File: config.mk
export PLATFORM = sky130hd
export DESIGN_NAME = irq_vector_queue
export DESIGN_NICKNAME = d
export VERILOG_FILES = /design/src/rtl/irq_vector_queue.sv
export SDC_FILE = /design/constraint.sdc
export NUM_CORES = 1
export LEC_CHECK = 0
export ABC_AREA = 1
export BUFFER_PORTS_ARGS = -buffer_cell sky130_fd_sc_hd__clkbuf_2
export CAP_MARGIN = 20
export CORE_MARGIN = 5
export CORE_UTILIZATION = 45
export DETAILED_ROUTE_END_ITERATION = 10
export PLACE_DENSITY = 0.65
export SYNTH_ARGS = -nofsm -noshare
export SYNTH_HDL_FRONTEND = slang
export SYNTH_SLANG_ARGS = --single-unit
File: constraint.sdc
create_clock -name clk -period 2.9 [get_ports clk]
set_clock_uncertainty 0.05 [all_clocks]
set_input_delay 0.29 -clock clk [delete_from_list [all_inputs] [get_ports clk]]
set_output_delay 0.29 -clock clk [all_outputs]
set_load 0.02 [all_outputs]
File: src/rtl/irq_vector_queue.sv
module irq_vector_queue #(
  parameter int VEC_W  = 8,
  parameter int ADDR_W = 12,
  parameter int DEPTH  = 16
) (
  input  logic                clk,
  input  logic                rst_n,
  input  logic                push_valid,
  input  logic [VEC_W-1:0]    push_vec,
  input  logic [ADDR_W-1:0]   push_addr,
  input  logic                rd_n,
  input  logic                intack_n,
  input  logic                cs_n,
  input  logic                rt_mode,
  input  logic                inten_n,
  output logic                irq_n,
  output logic [2*VEC_W-1:0]  bus_data,
  output logic                bus_valid,
  output logic [VEC_W-1:0]    vec_reg,
  output logic [ADDR_W-1:0]   addr_reg,
  output logic                overflow
);
  localparam int ENT_W = VEC_W + ADDR_W;
  localparam int PTR_W = (DEPTH > 1) ? $clog2(DEPTH) : 1;
  localparam int CNT_W = $clog2(DEPTH + 1);

  logic [ENT_W-1:0] mem [DEPTH];
  logic [PTR_W-1:0] wr_ptr, rd_ptr;
  logic [CNT_W-1:0] count;
  logic             ack_q;

  wire ack_now  = !rd_n && !intack_n && cs_n && rt_mode && !inten_n;
  wire empty    = (count == '0);
  wire full     = (count == CNT_W'(DEPTH));
  wire pop      = ack_now && !ack_q && !empty;
  wire push     = push_valid && (!full || pop);

  function automatic logic [PTR_W-1:0] next_ptr(input logic [PTR_W-1:0] p);
    return (p == PTR_W'(DEPTH - 1)) ? '0 : p + 1'b1;
  endfunction

  always_ff @(posedge clk) begin
    if (push) mem[wr_ptr] <= {push_vec, push_addr};
  end

  always_ff @(posedge clk or negedge rst_n) begin
    if (!rst_n) begin
      wr_ptr   <= '0;
      rd_ptr   <= '0;
      count    <= '0;
      ack_q    <= 1'b0;
      vec_reg  <= '0;
      addr_reg <= '0;
      overflow <= 1'b0;
    end else begin
      ack_q <= ack_now;
      if (push) wr_ptr <= next_ptr(wr_ptr);
      if (pop) begin
        rd_ptr              <= next_ptr(rd_ptr);
        {vec_reg, addr_reg} <= mem[rd_ptr];
      end
      if (push && !pop)      count <= count + 1'b1;
      else if (pop && !push) count <= count - 1'b1;
      if (push_valid && !push) overflow <= 1'b1;
    end
  end

  assign irq_n     = empty;
  assign bus_valid = ack_q;
  assign bus_data  = ack_q ? {vec_reg, vec_reg} : '0;
endmodule

==> impl_metrics.yaml, run 1 <==
detailed_routing:
  drt_pass1_iterations: 5
  detailroute.via_count: 10300
  drc_markers: 0
  met3_length_um: 2130
  overall_routed_net_length_um: 36100
  wl_met1_um: 15600
  drt_iter0_markers: 816
  wire_per_inst_um: 17.3
  drt-vias-per-instance: 4.95
  routed_met2_length_um: 17700
  routed.top_layer: "met4"
  drt.antenna.violating_nets: 0
global_routing:
  grt_remaining_overflow: 0
  grt_antenna_before_repair: 0
  number_of_global_route_vias_before_repair: 10200
  grt_use_total_pct: 18.9
  largest_net_degree_at_the_start_of_global_routing: 83
  grt_first_pass_wirelength_um: 57000
critical_path:
  path_class: "in -> reg"
  crit_chain: "dlygate4sd3_1 -> clkbuf_2 -> nor2_1 -> nand3b_1 -> nand3_1 -> nand2_1 -> inv_2 -> ha_1 -> inv_1 -> ha_1 -> nand2_1 -> nand2_1 -> a21oi_1 -> xor2_1 -> nand2_1 -> nand2_1"
  arrival_time_of_the_worst_setup_path_ns: 2.95
  worstReg2RegEnd: "count[4]$_DFFE_PN0P_"
  cpMostUsedCell: "sky130_fd_sc_hd__nand2_1"
  worst-path-max-fanout: 7
  worst-path-buf-inv: 4
  startpoint: "inten_n"
  setup.worst_path.start_class: "input port"
  critical-path-slowest-cell: "sky130_fd_sc_hd__dlygate4sd3_1"
  reg_to_reg_startpoint: "count[1]$_DFFE_PN0P_"
  critPathCaptureType: "register"
  worstRegToRegCells: 15
  critPathRequiredTime_ns: 3.30
  worst_path_dominant_cell_family: "buffers and inverters"
  critPathCapture: "count[4]$_DFFE_PN0P_"
  path_depth: 16
  setup.reg_to_reg.worst_slack_ns: 0.44
  critical-path-max-stage-delay_ns: 0.54
sta:
  final-setup-viol-count: 0
  maxSlewHeadroom_pct: 37.4
  min_period_ns: 2.54
  timing_max_transition_violations_final: 0
  hold_viol: 0
  max_clock_freq_mhz: 393
  unrepaired_setup_endpoints_after_global_routing: "no"
  setup_tns_ns: 0
  hold_ws_ns: 0.151
  min_period_over_period_pct: 87.7
  tightest_slew_ns: 0.939
cts:
  clkSlewWorstSetupHoldPaths_ns: 0.06
  clock_tree_from_tritoncts: "yes"
  h-tree-depth: 2
  cts-buffers-inserted: 38
  clock_latency_ns: 0.53
  clk_root_buffer_cell: "sky130_fd_sc_hd__clkbuf_16"
  post_cts.repair.setup_buffers: 0
  clock_tree.buffer_depth: 3
  cts.sink_count: 355
synthesis:
  post_synth_main_area_contributors: "sky130_fd_sc_hd__edfxtp_1 (62%), sky130_fd_sc_hd__nand2_1 (11%), sky130_fd_sc_hd__nand3_1 (7.4%)"
  syn_avg_cell_area_sq_um: 10.2
  post_synthesis_instance_area_sq_um: 15500
  post-synth-top-area-cell: "sky130_fd_sc_hd__edfxtp_1"
  synthesis.nets: 1562
  synth_sequential_area_ratio_pct: 67.8
  synth_cell_types: 24
  number_of_warnings_printed_during_yosys_synthesis: 0
  ys_ff_latch: 355
  post-synth-top-area-fraction_pct: 62.1
  post_synth_inst_count: 1524
power_and_ir_drop:
  power_per_cell_area_nw_per_um2: 936
  ir_worst_vdd_mv: 0.629
  p_leak_nw: 7.70
final_layout:
  final_common_cell: "sky130_fd_sc_hd__nand2_1"
  filler_cell_count: 3021
  fin_area_sq_um: 17700
  antennaDiodeCount: 0
  mostFrequentLayoutCells: "sky130_fd_sc_hd__nand2_1 (439), sky130_fd_sc_hd__edfxtp_1 (320), sky130_fd_sc_hd__inv_1 (265)"
  ff_latch_area_sq_um: 10500
  max_ffs_per_register: 320
  final_nets: 1638
  area.growth.synth_to_final_pct: 14.4
  multi_input_combinational_cell_area_sq_um: 3580
  final_layout_size_suffix_gt1_share_pct: 11.8
job:
  maxCapViolCount: 0
placement:
  dpl.hpwl_um: 21000
  io_buffer_count: 66
  detailed_place.area_sq_um: 16400
  globalplace.congestion: 0.790
floorplanning:
  chipWidth_um: 195
  floorplan.initialDensity_pct: 45.2
  io_pins: 67
  die_height_um: 195
  fp-row-count: 68
  core_sq_um: 34200
  fp.dieArea_sq_um: 38200
min_path:
  hold_depth: 1
  worst_hold_path_type: "in -> reg"
  min-delay-start: "push_addr[9]"
outcome:
  outcome: "finished clean"
## how the worst min path moves through the flow
stage / to / slack (ns)
2_1_floorplan: addr_reg[0]$_DFFE_PN0P_ / -0.06
5_1_grt: mem[9][9]$_DFFE_PP_ / 0.15
3_5_place_dp: bus_valid$_DFF_PN0_ / 0.42
4_1_cts: mem[9][9]$_DFFE_PP_ / 0.13
3_3_place_gp: bus_valid$_DFF_PN0_ / 0.42
6_report: mem[9][9]$_DFFE_PP_ / 0.15
## routing by layer
metal | track usage [%] | up-vias
li1 | - | 5004
met1 | 25.7 | 4938
met2 | 32.2 | 317
met3 | 3.00 | 57
met4 | 4.73 | 0
met5 | 0 | -
## cells by family after synthesis
family / share of synthesized area [%]
fa+ha+maj: 0.857
flops: 67.8
xor+xnor: 0.396
buf+inv: 9.40
compound gates: 0.340
simple gates: 21.2
## through the flow
stage / setup WS, ns / total power, mW / utilization, % / cells
3_5_place_dp: 0.385 / 11.8 / 47.9 / 2011
4_1_cts: 0.393 / 16.7 / 51.8 / 2085
3_3_place_gp: 0.442 / 11.8 / 47.9 / 2011
6_report: 0.357 / 16.6 / 51.8 / 2085
5_1_grt: 0.116 / 17.7 / 51.8 / 2085
2_1_floorplan: 0.322 / 10.2 / - / 1524
## report_power, final
group / leakage, nW / total [mW] / switching [mW] / internal [mW]
logic: 3.78 / 5.10 / 3.50 / 1.59
registers: 3.30 / 6.62 / 0.374 / 6.25
clock network: 0.622 / 4.86 / 1.93 / 2.93
total: 7.70 / 16.6 / 5.81 / 10.8
## synthesized netlist by cell type
library cell	instances
sky130_fd_sc_hd__a21oi_1	1
sky130_fd_sc_hd__buf_1	9
sky130_fd_sc_hd__buf_2	39
sky130_fd_sc_hd__buf_4	16
sky130_fd_sc_hd__buf_6	6
sky130_fd_sc_hd__clkbuf_1	8
sky130_fd_sc_hd__dfrtp_1	35
sky130_fd_sc_hd__edfxtp_1	320
sky130_fd_sc_hd__fa_1	1
sky130_fd_sc_hd__ha_1	9
sky130_fd_sc_hd__inv_1	265
sky130_fd_sc_hd__inv_2	2
sky130_fd_sc_hd__inv_4	1
sky130_fd_sc_hd__nand2_1	439
sky130_fd_sc_hd__nand3_1	228
sky130_fd_sc_hd__nand3b_1	1
sky130_fd_sc_hd__nand4_1	2
sky130_fd_sc_hd__nor2_1	124
sky130_fd_sc_hd__nor2_2	1
sky130_fd_sc_hd__nor4_1	1
sky130_fd_sc_hd__o21ai_0	8
sky130_fd_sc_hd__o21bai_1	1
sky130_fd_sc_hd__xnor2_1	2
sky130_fd_sc_hd__xor2_1	5
## cell type report
class | instances | area share [%]
inverters | 268 | 5.69
clock inverters | 13 | 0.897
repair buffers | 114 | 4.45
clock buffers | 57 | 6.28
multi-input cells | 823 | 20.2
flip-flops and latches | 355 | 59.2
well taps | 455 | 3.21
## worst reg2reg max path, stage by stage, from the launching register on
cell                      delay, ns
sky130_fd_sc_hd__dfrtp_1       0.42
sky130_fd_sc_hd__nor2_1        0.12
sky130_fd_sc_hd__nand2_1       0.07
sky130_fd_sc_hd__inv_1         0.06
sky130_fd_sc_hd__nand3_1       0.18
sky130_fd_sc_hd__nand2_1       0.20
sky130_fd_sc_hd__inv_2         0.09
sky130_fd_sc_hd__ha_1          0.23
sky130_fd_sc_hd__inv_1         0.12
sky130_fd_sc_hd__ha_1          0.29
sky130_fd_sc_hd__nand2_1       0.10
sky130_fd_sc_hd__nand2_1       0.05
sky130_fd_sc_hd__a21oi_1       0.16
sky130_fd_sc_hd__xor2_1        0.16
sky130_fd_sc_hd__nand2_1       0.06
sky130_fd_sc_hd__nand2_1       0.05
## repair_timing
item                                   in CTS  in global routing
resized for setup                           0                  0
endpoints found under the hold margin      28                  0
hold buffers                                4                  0
setup endpoints to repair                   0                  0
No activity file was read; power rests on OpenSTA's default activity.
==> run 2, diff against run 1 <==
==> constraint.sdc (replaced) <==
create_clock -name clk -period 2.7 [get_ports clk]
set_clock_uncertainty 0.05 [all_clocks]
set_input_delay 0.27 -clock clk [delete_from_list [all_inputs] [get_ports clk]]
set_output_delay 0.27 -clock clk [all_outputs]
set_load 0.02 [all_outputs]
==> impl_metrics.yaml, run 2 (synthesized netlist as in run 1, its figures left out) <==
cts:
  clkSlewWorstSetupHoldPaths_ns: 0.06
  post_cts_resize_count: 0
  clock_latency_ns: 0.52
  post_cts.repair.setup_buffers: 0
  h-tree-depth: 2
  clock_tree_from_tritoncts: "yes"
  clk_root_buffer_cell: "sky130_fd_sc_hd__clkbuf_16"
  cts-buffers-inserted: 39
  cts.sink_count: 355
  clock_tree.buffer_depth: 3
  hold_buffers: 4
sta:
  hold_ws_ns: 0.113
  min_period_over_period_pct: 89.5
  hold_viol: 0
  final-setup-viol-count: 0
  min_period_ns: 2.42
  unrepaired_setup_endpoints_after_global_routing: "no"
  max_clock_freq_mhz: 414
  timing.final.ws_setup_ns: 0.284
  timing_max_transition_violations_final: 0
  maxSlewHeadroom_pct: 35.0
  setup_tns_ns: 0
  tightest_slew_ns: 0.975
detailed_routing:
  drt_iter0_markers: 865
  drc_markers: 0
  drt_pass1_iterations: 5
  wire_per_inst_um: 17.7
  detailroute.via_count: 10400
  overall_routed_net_length_um: 36900
  drt.antenna.violating_nets: 0
  drt-vias-per-instance: 5.02
power_and_ir_drop:
  power_frac_seq_pct: 40.1
  ir_worst_vdd_mv: 0.656
  netSwitchingFraction_pct: 35.6
  power_per_cell_area_nw_per_um2: 1000
  net_load_switching_power_mw: 6.26
  p_leak_nw: 7.64
  clockPowerShare_pct: 28.7
  internal_power_mw: 11.3
  power.combinational.fraction_pct: 31.1
final_layout:
  final_nets: 1633
  final_common_cell: "sky130_fd_sc_hd__nand2_1"
  mostFrequentLayoutCells: "sky130_fd_sc_hd__nand2_1 (439), sky130_fd_sc_hd__edfxtp_1 (320), sky130_fd_sc_hd__inv_1 (265)"
  max_ffs_per_register: 320
  final_layout_size_suffix_gt1_share_pct: 11.2
  area.growth.synth_to_final_pct: 13.7
global_routing:
  largest_net_degree_at_the_start_of_global_routing: 105
  grt_first_pass_wirelength_um: 57400
  grt_use_total_pct: 19.1
  grt_antenna_before_repair: 1
  number_of_global_route_vias_before_repair: 10100
  grt_remaining_overflow: 0
floorplanning:
  fp.dieArea_sq_um: 38200
  fp-row-count: 68
  floorplan.initialDensity_pct: 45.2
  core_sq_um: 34200
  die_height_um: 195
  chipWidth_um: 195
  io_pins: 67
min_path:
  hold_depth: 1
  worst_hold_path_type: "in -> reg"
placement:
  globalplace.congestion: 0.793
  pre_cts_ws_ns: 0.328
  dpl.hpwl_um: 20700
  io_buffer_count: 66
critical_path:
  worstRegToRegCells: 13
  path_class: "in -> reg"
  critPathRequiredTime_ns: 3.10
  worst_path_dominant_cell_family: "buffers and inverters"
  setup.worst_path.start_class: "input port"
  arrival_time_of_the_worst_setup_path_ns: 2.82
  critical-path-slowest-cell: "sky130_fd_sc_hd__dlygate4sd3_1"
  critical-path-max-stage-delay_ns: 0.54
  worst-path-max-fanout: 7
  critPathCaptureType: "register"
  crit_chain: "dlygate4sd3_1 -> clkbuf_2 -> nor2_1 -> nand3b_1 -> nand3_1 -> nand2_1 -> inv_2 -> ha_1 -> inv_1 -> ha_1 -> nand2_1 -> nand2_1 -> a21oi_1 -> xor2_1 -> nand2_1 -> nand2_1"
  cpMostUsedCell: "sky130_fd_sc_hd__nand2_1"
  worst-path-buf-inv: 4
  path_depth: 16
outcome:
  outcome: "finished clean"
job:
  maxCapViolCount: 0
run 2: changes by cell type in the layout (fill, tap and decap cells not counted), sizes merged:
cell	before	now
clkinv	7	15
buf	44	38
diode	0	1
bufinv	3	2
clkbuf	123	118
clkinvlp	1	0
inv	270	269
run 2: worst reg2reg max path: stages (launching register included):
cell and delay [ns]:
sky130_fd_sc_hd__dfrtp_1 0.37, sky130_fd_sc_hd__nand3b_1 0.22, sky130_fd_sc_hd__nand3_1 0.12, sky130_fd_sc_hd__nand2_1 0.12, sky130_fd_sc_hd__inv_2 0.13, sky130_fd_sc_hd__ha_1 0.24, sky130_fd_sc_hd__inv_1 0.11, sky130_fd_sc_hd__ha_1 0.33
sky130_fd_sc_hd__nand2_1 0.10, sky130_fd_sc_hd__nand2_1 0.05, sky130_fd_sc_hd__a21oi_1 0.16, sky130_fd_sc_hd__xor2_1 0.17, sky130_fd_sc_hd__nand2_1 0.07, sky130_fd_sc_hd__nand2_1 0.05
run 2: routing by layer:
layer  vias up  global-route usage (%)  wire, um
met3        59                    2.92      2200
met4         0                    4.53       717
met1      5052                    26.6     16100
li1       4993                       -         -
met2       335                    31.9     17800
met5         -                       0         0
run 2: final timing paths:
check | slack, ns | startpoint | to
worst min register to register | 0.42 | overflow$_DFFE_PN0P_ | overflow$_DFFE_PN0P_
worst max-delay path | 0.28 | rd_n | count[4]$_DFFE_PN0P_
min in group asynchronous | 0.39 | rst_n | vec_reg[3]$_DFFE_PN0P_
worst max register to register | 0.36 | bus_valid$_DFF_PN0_ | count[4]$_DFFE_PN0P_
max in group asynchronous | 1.48 | rst_n | rd_ptr[0]$_DFFE_PN0P_
worst min-delay path | 0.11 | push_addr[9] | mem[8][9]$_DFFE_PP_
run 2: power groups by stage:
stage	sequential (mW)	combinational (mW)	clock [mW]
4_1_cts	7.06	5.52	5.14
5_1_grt	7.12	6.15	5.38
3_5_place_dp	7.17	5.48	0
3_3_place_gp	7.15	5.40	0
6_report	7.06	5.47	5.06
2_1_floorplan	7.24	3.73	0
run 2: through the flow:
stage	total power, mW	util, %	std cells	area, sq um
after CTS	17.7	51.4	2079	17600
final	17.6	51.4	2080	17600
after detailed placement	12.7	47.8	2005	16300
after global routing	18.7	51.4	2079	17600
after global placement	12.5	47.8	2005	16300
after floorplan	11.0	-	1524	15500
run 2: cell type report:
cell class,instances,area (sq um)
tap,455,569
timing repair buffer,108,731
multi-input combinational,823,3580
inverter,268,1010
antenna,1,2.50
fill,3062,16600
clock buffer,52,1070
clock inverter,18,138
sequential,355,10500
==> run 3, diff against run 2 <==
--- a/config.mk
+++ b/config.mk
@@ -9,9 +9,9 @@
 export BUFFER_PORTS_ARGS = -buffer_cell sky130_fd_sc_hd__clkbuf_2
 export CAP_MARGIN = 20
 export CORE_MARGIN = 5
-export CORE_UTILIZATION = 45
+export CORE_UTILIZATION = 30
 export DETAILED_ROUTE_END_ITERATION = 10
-export PLACE_DENSITY = 0.65
+export PLACE_DENSITY = 0.49
 export SYNTH_ARGS = -nofsm -noshare
 export SYNTH_HDL_FRONTEND = slang
 export SYNTH_SLANG_ARGS = --single-unit
==> impl_metrics.yaml, run 3 (synthesized netlist as in run 1, its figures left out) <==
job:
  maxCapViolCount: 0
sta:
  hold_viol: 0
  timing_max_transition_violations_final: 0
  max_clock_freq_mhz: 415
  min_period_over_period_pct: 89.3
  maxSlewHeadroom_pct: 48.4
  min_period_ns: 2.41
  tightest_slew_ns: 0.774
  setup_tns_ns: 0
  final-setup-viol-count: 0
  unrepaired_setup_endpoints_after_global_routing: "no"
cts:
  h-tree-depth: 2
  cts.sink_count: 355
  clk_root_buffer_cell: "sky130_fd_sc_hd__clkbuf_16"
  clkSlewWorstSetupHoldPaths_ns: 0.06
  post_cts_resize_count: 0
  clock_latency_ns: 0.54
  cts-buffers-inserted: 40
  clock_tree.buffer_depth: 3
  clock_tree_from_tritoncts: "yes"
global_routing:
  largest_net_degree_at_the_start_of_global_routing: 163
  grt_use_total_pct: 13.7
  grt_antenna_before_repair: 0
  grt_first_pass_wirelength_um: 60100
  number_of_global_route_vias_before_repair: 10100
  grt_remaining_overflow: 0
detailed_routing:
  detailroute.via_count: 10000
  wire_per_inst_um: 16.8
  drt-vias-per-instance: 4.35
  overall_routed_net_length_um: 38800
  drt_pass1_iterations: 7
  drt_iter0_markers: 669
  drt.antenna.violating_nets: 0
  drc_markers: 0
outcome:
  outcome: "finished clean"
critical_path:
  worst-path-buf-inv: 4
  critical-path-slowest-cell: "sky130_fd_sc_hd__dlygate4sd3_1"
  worst_path_dominant_cell_family: "buffers and inverters"
  critPathCaptureType: "register"
  setup.reg_to_reg.worst_slack_ns: 0.33
  arrival_time_of_the_worst_setup_path_ns: 2.83
  worst-path-max-fanout: 7
  cpMostUsedCell: "sky130_fd_sc_hd__nand2_1"
  path_class: "in -> reg"
  critical-path-max-stage-delay_ns: 0.54
  crit_chain: "dlygate4sd3_1 -> clkbuf_2 -> nor2_1 -> nand3b_1 -> nand3_1 -> nand2_1 -> inv_2 -> ha_1 -> inv_1 -> ha_1 -> nand2_1 -> nand2_1 -> a21oi_1 -> xor2_1 -> nand2_1 -> nand2_1"
  setup.worst_path.start_class: "input port"
  critPathRequiredTime_ns: 3.12
final_layout:
  max_ffs_per_register: 320
  final_layout_size_suffix_gt1_share_pct: 11.6
  filler_cell_count: 5082
  final_nets: 1636
  multi_input_combinational_cell_area_sq_um: 3580
  area.growth.synth_to_final_pct: 16.1
  ff_latch_area_sq_um: 10500
  final_common_cell: "sky130_fd_sc_hd__nand2_1"
  mostFrequentLayoutCells: "sky130_fd_sc_hd__nand2_1 (439), sky130_fd_sc_hd__edfxtp_1 (320), sky130_fd_sc_hd__inv_1 (265)"
  finish.utilization_pct: 35.1
  antennaDiodeCount: 0
floorplanning:
  floorplan.initialDensity_pct: 30.2
  die_height_um: 237
  chipWidth_um: 237
  fp.dieArea_sq_um: 56200
  io_pins: 67
  core_sq_um: 51200
  fp-row-count: 83
min_path:
  worst_hold_path_type: "in -> reg"
power_and_ir_drop:
  power_per_cell_area_nw_per_um2: 996
  ir_worst_vdd_mv: 0.664
  total_power_mw: 17.9
  p_leak_nw: 7.68
placement:
  dpl.hpwl_um: 22700
  globalplace.congestion: 0.738
  io_buffer_count: 66
[run 3: changes by cell type in the layout (fill, tap and decap cells not counted), sizes merged]
cell / change
clkinv: -9
clkbuf: +12
inv: +1
diode: -1
bufinv: -1
clkinvlp: +1
buf: +2
[run 3: final cells by class]
cell class                      instances  area share [%]
Clock buffer                           64            6.69
Clock inverter                         10           0.487
Inverter                              268            5.61
Multi-Input combinational cell        823            19.9
Sequential cell                       355            58.4
Tap cell                              680            4.74
Timing Repair Buffer                  110            4.15
[run 3: final timing paths]
| path | from | end | cells past startpoint |
|---|---|---|---|
| hold reg to reg | overflow$_DFFE_PN0P_ | overflow$_DFFE_PN0P_ | 1 |
| setup / recovery | inten_n | count[4]$_DFFE_PN0P_ | 16 |
| max in group asynchronous | rst_n | count[1]$_DFFE_PN0P_ | 3 |
| hold / removal | push_addr[7] | mem[3][7]$_DFFE_PP_ | 1 |
| setup reg to reg | bus_valid$_DFF_PN0_ | count[4]$_DFFE_PN0P_ | 13 |
| min in group asynchronous | rst_n | vec_reg[0]$_DFFE_PN0P_ | 2 |
[run 3: metrics by stage]
stage,worst slack [ns],cells,hold WS [ns],area (sq um)
3_3_place_gp,0.300,2232,0.328,16600
5_1_grt,0.144,2310,0.147,18000
2_1_floorplan,0.122,1524,-0.0756,15500
4_1_cts,0.318,2310,0.118,18000
6_report,0.289,2310,0.144,18000
3_5_place_dp,0.279,2232,0.327,16600
[run 3: power by group]
group / internal, mW / switching, mW / leakage, nW
clock network: 3.15 / 2.13 / 0.631
registers: 6.71 / 0.310 / 3.30
logic: 1.64 / 3.95 / 3.75
[run 3: timing repair]
item,CTS,global route
hold endpoints to repair,21,0
setup buffers,0,0
hold buffers,4,0
[run 3: worst reg2reg max path, stage by stage (launching register included)]
cell and delay, ns:
sky130_fd_sc_hd__dfrtp_1 0.37, sky130_fd_sc_hd__nand3b_1 0.22, sky130_fd_sc_hd__nand3_1 0.13, sky130_fd_sc_hd__nand2_1 0.12
sky130_fd_sc_hd__inv_2 0.13, sky130_fd_sc_hd__ha_1 0.24, sky130_fd_sc_hd__inv_1 0.11, sky130_fd_sc_hd__ha_1 0.34
sky130_fd_sc_hd__nand2_1 0.12, sky130_fd_sc_hd__nand2_1 0.05, sky130_fd_sc_hd__a21oi_1 0.16, sky130_fd_sc_hd__xor2_1 0.16
sky130_fd_sc_hd__nand2_1 0.06, sky130_fd_sc_hd__nand2_1 0.05
[run 3: per-layer routing]
metal,track usage [%],share of wire [%],wire (um),up-vias
met5,0,0,0,-
met4,2.94,1.5,600,0
met3,2.18,3.9,1520,42
met2,23.1,48,18500,187
met1,18.8,47,18200,4814
li1,-,-,-,5003
